$ cat src/rtl/amc_pkg.sv
package amc_pkg;

    typedef enum logic [2:0] {
        ST_IDLE     = 3'd0,
        ST_ENTRY    = 3'd1,
        ST_LOAD_CLK = 3'd2,
        ST_LOAD_ALM = 3'd3,
        ST_PEEK     = 3'd4
    } amc_state_e;

    localparam int unsigned BTN_COUNT = 3;
    localparam int unsigned BTN_ADJ   = 0;
    localparam int unsigned BTN_TIME  = 1;
    localparam int unsigned BTN_ALARM = 2;

endpackage

$ cat src/rtl/amc_press_detect.sv
module amc_press_detect #(
    parameter int unsigned WIDTH = 3
) (
    input  logic             clk,
    input  logic             clr,
    input  logic [WIDTH-1:0] level,
    output logic [WIDTH-1:0] press
);
    // Previous level resets high so a button held through clear is not a press.
    logic [WIDTH-1:0] prev_q;

    generate
        for (genvar i = 0; i < WIDTH; i++) begin : g_btn
            always_ff @(posedge clk or posedge clr) begin
                if (clr) begin
                    prev_q[i] <= 1'b1;
                end else begin
                    prev_q[i] <= level[i];
                end
            end
            assign press[i] = level[i] & ~prev_q[i];
        end
    endgenerate

endmodule

$ cat src/rtl/amc_view_timer.sv
module amc_view_timer #(
    parameter int unsigned CYCLES = 8
) (
    input  logic clk,
    input  logic clr,
    input  logic run,
    output logic expired
);
    localparam int unsigned CW   = (CYCLES < 2) ? 1 : $clog2(CYCLES + 1);
    localparam int unsigned LAST = CYCLES - 1;

    logic [CW-1:0] cnt_q;

    always_ff @(posedge clk or posedge clr) begin
        if (clr) begin
            cnt_q <= '0;
        end else if (!run) begin
            cnt_q <= '0;
        end else if (cnt_q != LAST[CW-1:0]) begin
            cnt_q <= cnt_q + 1'b1;
        end
    end

    assign expired = run && (cnt_q == LAST[CW-1:0]);

endmodule

$ cat src/rtl/amc_mode_fsm.sv
module amc_mode_fsm
    import amc_pkg::*;
(
    input  logic clk,
    input  logic clr,
    input  logic adj_press,
    input  logic time_press,
    input  logic alarm_press,
    input  logic alarm_level,
    input  logic view_expired,
    output logic viewing,
    output logic load_clock,
    output logic load_alarm,
    output logic show_entry,
    output logic show_alarm
);
    amc_state_e state_q, state_d;

    always_comb begin
        state_d = state_q;
        unique case (state_q)
            ST_IDLE: begin
                if (adj_press)        state_d = ST_ENTRY;
                else if (alarm_press) state_d = ST_PEEK;
            end
            ST_ENTRY: begin
                if (time_press)       state_d = ST_LOAD_CLK;
                else if (alarm_press) state_d = ST_LOAD_ALM;
            end
            ST_LOAD_CLK: state_d = ST_IDLE;
            ST_LOAD_ALM: state_d = ST_IDLE;
            ST_PEEK: begin
                if (adj_press)                         state_d = ST_ENTRY;
                else if (!alarm_level || view_expired) state_d = ST_IDLE;
            end
            default: state_d = ST_IDLE;
        endcase
    end

    always_ff @(posedge clk or posedge clr) begin
        if (clr) begin
            state_q <= ST_IDLE;
        end else begin
            state_q <= state_d;
        end
    end

    always_comb begin
        load_clock = 1'b0;
        load_alarm = 1'b0;
        show_entry = 1'b0;
        show_alarm = 1'b0;
        unique case (state_q)
            ST_IDLE:     ;
            ST_ENTRY:    show_entry = 1'b1;
            ST_LOAD_CLK: load_clock = 1'b1;
            ST_LOAD_ALM: load_alarm = 1'b1;
            ST_PEEK:     show_alarm = 1'b1;
            default:     ;
        endcase
    end

    assign viewing = (state_q == ST_PEEK);

endmodule

$ cat src/rtl/alarm_mode_ctrl.sv
module alarm_mode_ctrl
    import amc_pkg::*;
#(
    parameter int unsigned TICKS_PER_SEC = 50_000_000,
    parameter int unsigned VIEW_SECONDS  = 5
) (
    input  logic clk,
    input  logic clr,
    input  logic adj_btn,
    input  logic time_btn,
    input  logic alarm_btn,
    output logic load_clock,
    output logic load_alarm,
    output logic show_entry,
    output logic show_alarm
);
    localparam int unsigned VIEW_CYCLES = TICKS_PER_SEC * VIEW_SECONDS;

    logic [BTN_COUNT-1:0] btn_level;
    logic [BTN_COUNT-1:0] btn_press;
    logic                 viewing;
    logic                 view_expired;

    always_comb begin
        btn_level            = '0;
        btn_level[BTN_ADJ]   = adj_btn;
        btn_level[BTN_TIME]  = time_btn;
        btn_level[BTN_ALARM] = alarm_btn;
    end

    amc_press_detect #(.WIDTH(BTN_COUNT)) u_press (
        .clk   (clk),
        .clr   (clr),
        .level (btn_level),
        .press (btn_press)
    );

    amc_view_timer #(.CYCLES(VIEW_CYCLES)) u_timer (
        .clk     (clk),
        .clr     (clr),
        .run     (viewing),
        .expired (view_expired)
    );

    amc_mode_fsm u_fsm (
        .clk          (clk),
        .clr          (clr),
        .adj_press    (btn_press[BTN_ADJ]),
        .time_press   (btn_press[BTN_TIME]),
        .alarm_press  (btn_press[BTN_ALARM]),
        .alarm_level  (alarm_btn),
        .view_expired (view_expired),
        .viewing      (viewing),
        .load_clock   (load_clock),
        .load_alarm   (load_alarm),
        .show_entry   (show_entry),
        .show_alarm   (show_alarm)
    );

endmodule

$ cat config.mk
export PLATFORM = sky130hd
export DESIGN_NAME = alarm_mode_ctrl
export DESIGN_NICKNAME = d
export VERILOG_FILES = /design/src/rtl/amc_pkg.sv /design/src/rtl/amc_press_detect.sv /design/src/rtl/amc_view_timer.sv /design/src/rtl/amc_mode_fsm.sv /design/src/rtl/alarm_mode_ctrl.sv
export SDC_FILE = /design/constraint.sdc
export NUM_CORES = 1
export LEC_CHECK = 0
export CORE_ASPECT_RATIO = 1.2
export CORE_MARGIN = 4
export CORE_UTILIZATION = 50
export CTS_CLUSTER_DIAMETER = 50
export DETAILED_ROUTE_END_ITERATION = 8
export GPL_ROUTABILITY_DRIVEN = 1
export MAX_ROUTING_LAYER = met4
export PLACE_DENSITY = 0.68
export SLEW_MARGIN = 20
export SYNTH_ARGS = -nofsm -noshare
export SYNTH_HDL_FRONTEND = slang
export SYNTH_SLANG_ARGS = --single-unit
$ cat constraint.sdc
create_clock -name clk -period 2.56 [get_ports clk]
set_input_delay 0.64 -clock clk [delete_from_list [all_inputs] [get_ports clk]]
set_output_delay 0.64 -clock clk [all_outputs]
set_load 0.05 [all_outputs]
==> results.cfg <==
[status]
status = completed

[floorplan]
die_area_sq_um = 4703
dieWidth_um = 63.27
fp-row-count = 23
core_area_sq_um = 3425
initial_core_util = 0.5353
fp.dieH_um = 74.33
ios = 9

[routing]
drtIter0Drc = 118
drc = 0
antenna_left = 0
wire_per_inst_um = 16.43
vias = 1562
vias_per_cell = 6.298
drtPass1Iterations = 4
wl_um = 4075

[synthesis]
seq_area_frac_synth = 0.4662
synth_area_leaders = dfrtp_1 42%, or4_1 6.6%, dfstp_2 4.3%, nand2_1 4.3%, a21oi_1 4.1%
yosysWarnings = 0
synth_cells = 197
synth_cell_types = 40
netlist_area_sq_um = 1833
synth_top_area_share = 0.4232
postSynthAreaPerCell_sq_um = 9.305
synth_top_area_cell = dfrtp_1
syn-num-nets = 203
ys_ff_latch = 34

[timing]
fin_tns_setup_ns = 0
setup_viol = 0
max_freq_mhz = 404.8
relSlewSlack = 0.5724
period_needed_ns = 2.470
setup_slack_ns = 0.08981
period_share = 0.9649
rsz0062_at_grt = no
slew_viol_final = 0
worst_slew_pin_slew_ns = 0.6361
finClkSkew_ns = 0.008565
hold_viol_final = 0

[place]
hpwl_um = 2927
gp_congestion = 0.8855
io_buffers = 8
place_ws_ns = 0.3205

[layout]
diodes = 0
nFillCells = 322
nets = 216
seq_area_sq_um = 854.6
area_growth_pct = 14.74
multi_input_area_sq_um = 919.6
drive_gt1_frac = 0.1090

[critical_path]
start_kind = flip-flop
crit_type = reg -> out
critPathArrivalTime_ns = 1.83
crit_path_end_kind = output pin
rr_worst_depth = 4
cp.required_ns = 1.92
rrSetupSlack_ns = 0.39
worst_r2r_endpoint = u_timer.cnt_q[21]
r2r_start = u_timer.cnt_q[4]
path_max_fanout = 5

[grt]
grt_max_degree = 22
antenna_found_initial = 0
grt_pass1_vias = 1506
grt_overflow = 0
track_usage = 0.1976
grt_pass1_wl_um = 6969

[power_and_ir_drop]
vdd_ir_drop_max_uv = 362.5
power_density_nw_per_um2 = 565.4
cellLeakagePower_nw = 0.8200

[clock_tree]
htree_levels = 2
cts_buffers = 5
clkTransAtPathRegs_ns = 0.07
cts_tree = done
cts_root_buffer = clkbuf_8
cts.sinks = 34
clk_path_buf_depth = 2
insertion_delay_ns = 0.29
hold_buffers = 0

[worst_hold_path]
min_from = u_fsm.state_q[1]
hold_class = reg -> reg
hold_depth = 1
hold-path-endpoint = u_fsm.state_q[0]

[job]
cap_violations = 0
-- critical path: stages (launching register included) --
cell             delay, ns
dfrtp_1               0.42
nor2b_1               0.19
and2_1                0.14
clkdlybuf4s50_1       0.79
-- where the power goes --
part	leakage, nW	switching, mW	total, mW	internal [mW]
Combinational	0.300	0.103	0.156	0.0533
Sequential	0.462	0.0145	0.568	0.553
Clock	0.0575	0.194	0.465	0.272
-- cell type report --
| type | instances | share of cell area |
|---|---|---|
| well taps | 37 | 0.02201 |
| inverters | 7 | 0.01249 |
| repair buffers | 14 | 0.06960 |
| multi-input cells | 148 | 0.4372 |
| flip-flops and latches | 34 | 0.4063 |
| clock buffers | 8 | 0.05235 |
-- routing by layer --
metal	wire length, um	up-vias	track usage
li1	-	768	-
met5	0	-	-
met1	1752	747	0.2285
met3	182	8	0.04079
met4	88	0	0.07674
met2	2052	39	0.3411
-- how the worst max path moves through the flow --
stage	end	slack, ns	cells after the start	start
2_1_floorplan	load_clock	0.35	1	u_fsm.state_q[2]
3_3_place_gp	show_entry	0.38	3	u_fsm.state_q[2]
3_5_place_dp	show_entry	0.32	3	u_fsm.state_q[2]
4_1_cts	load_alarm	0.07	3	u_fsm.state_q[2]
5_1_grt	load_alarm	0.001	3	u_fsm.state_q[2]
6_report	load_alarm	0.09	3	u_fsm.state_q[2]
-- kinds of logic after synthesis --
| group | synth area share |
|---|---|
| buffers and inverters | 0.03208 |
| muxes | 0.005461 |
| AOI/OAI and AO/OA | 0.1659 |
| xor gates and xnor gates | 0.02867 |
| DFF | 0.4662 |
| and+or+nand+nor | 0.2949 |
| adders and majority gates | 0.006825 |
-- layout by cell type (no fill, tap or decap), types with 5 or more instances in the layout --
cell and count:
nand2_1 21, o21ai_0 6, nor2_1 11, o21ai_1 6
buf_4 5, inv_1 7, nand2b_1 5, nand4_1 7
or4_1 16, or3_1 6, clkdlybuf4s50_1 6, a21oi_1 15
nand3_1 8, dfrtp_1 31, clkbuf_8 8, xnor2_1 5
-- state kept, by name (all words and copies together) (netlist names) --
register        cells
u_press.prev_q      3
u_timer.cnt_q      28
u_fsm.state_q       3
-- repair_timing --
item | 4_1_cts | 5_1_grt
setup buffers | 0 | 0
gates resized for setup | 1 | 0
endpoints found under the setup margin | 1 | 0
-- through the flow --
| step | instances | power [mW] | area (sq um) | hold slack (ns) | utilization |
|---|---|---|---|---|---|
| final | 248 | 1.189 | 2103 | 0.5087 | 0.6142 |
| after global routing | 248 | 1.246 | 2103 | 0.5489 | 0.6142 |
| after CTS | 248 | 1.207 | 2103 | 0.5078 | 0.6142 |
| after detailed placement | 240 | 0.7392 | 1994 | 0.4960 | 0.5824 |
| after global placement | 240 | 0.7325 | 1994 | 0.4880 | 0.5824 |
| after floorplan | 197 | 0.6759 | 1833 | 0.4516 | - |
-- cells in the mapped netlist, drive strengths merged --
library cell	number
dfrtp	31
nand2	21
or4	16
a21oi	15
o21ai	12
nor2	11
nand3	8
nand4	8
inv	7
or3	6
clkbuf	5
nand2b	5
nor4	5
xnor2	5
a2111o	4
a31oi	3
buf	3
dfstp	3
nor2b	3
nor3	3
o211ai	3
o31ai	3
and4	2
o311ai	2
o41ai	2
a21boi	1
a21o	1
a41o	1
and2	1
and3	1
ha	1
mux2i	1
nand3b	1
nor3b	1
or2	1
xor2	1
No activity file was read; power rests on OpenSTA's default activity.
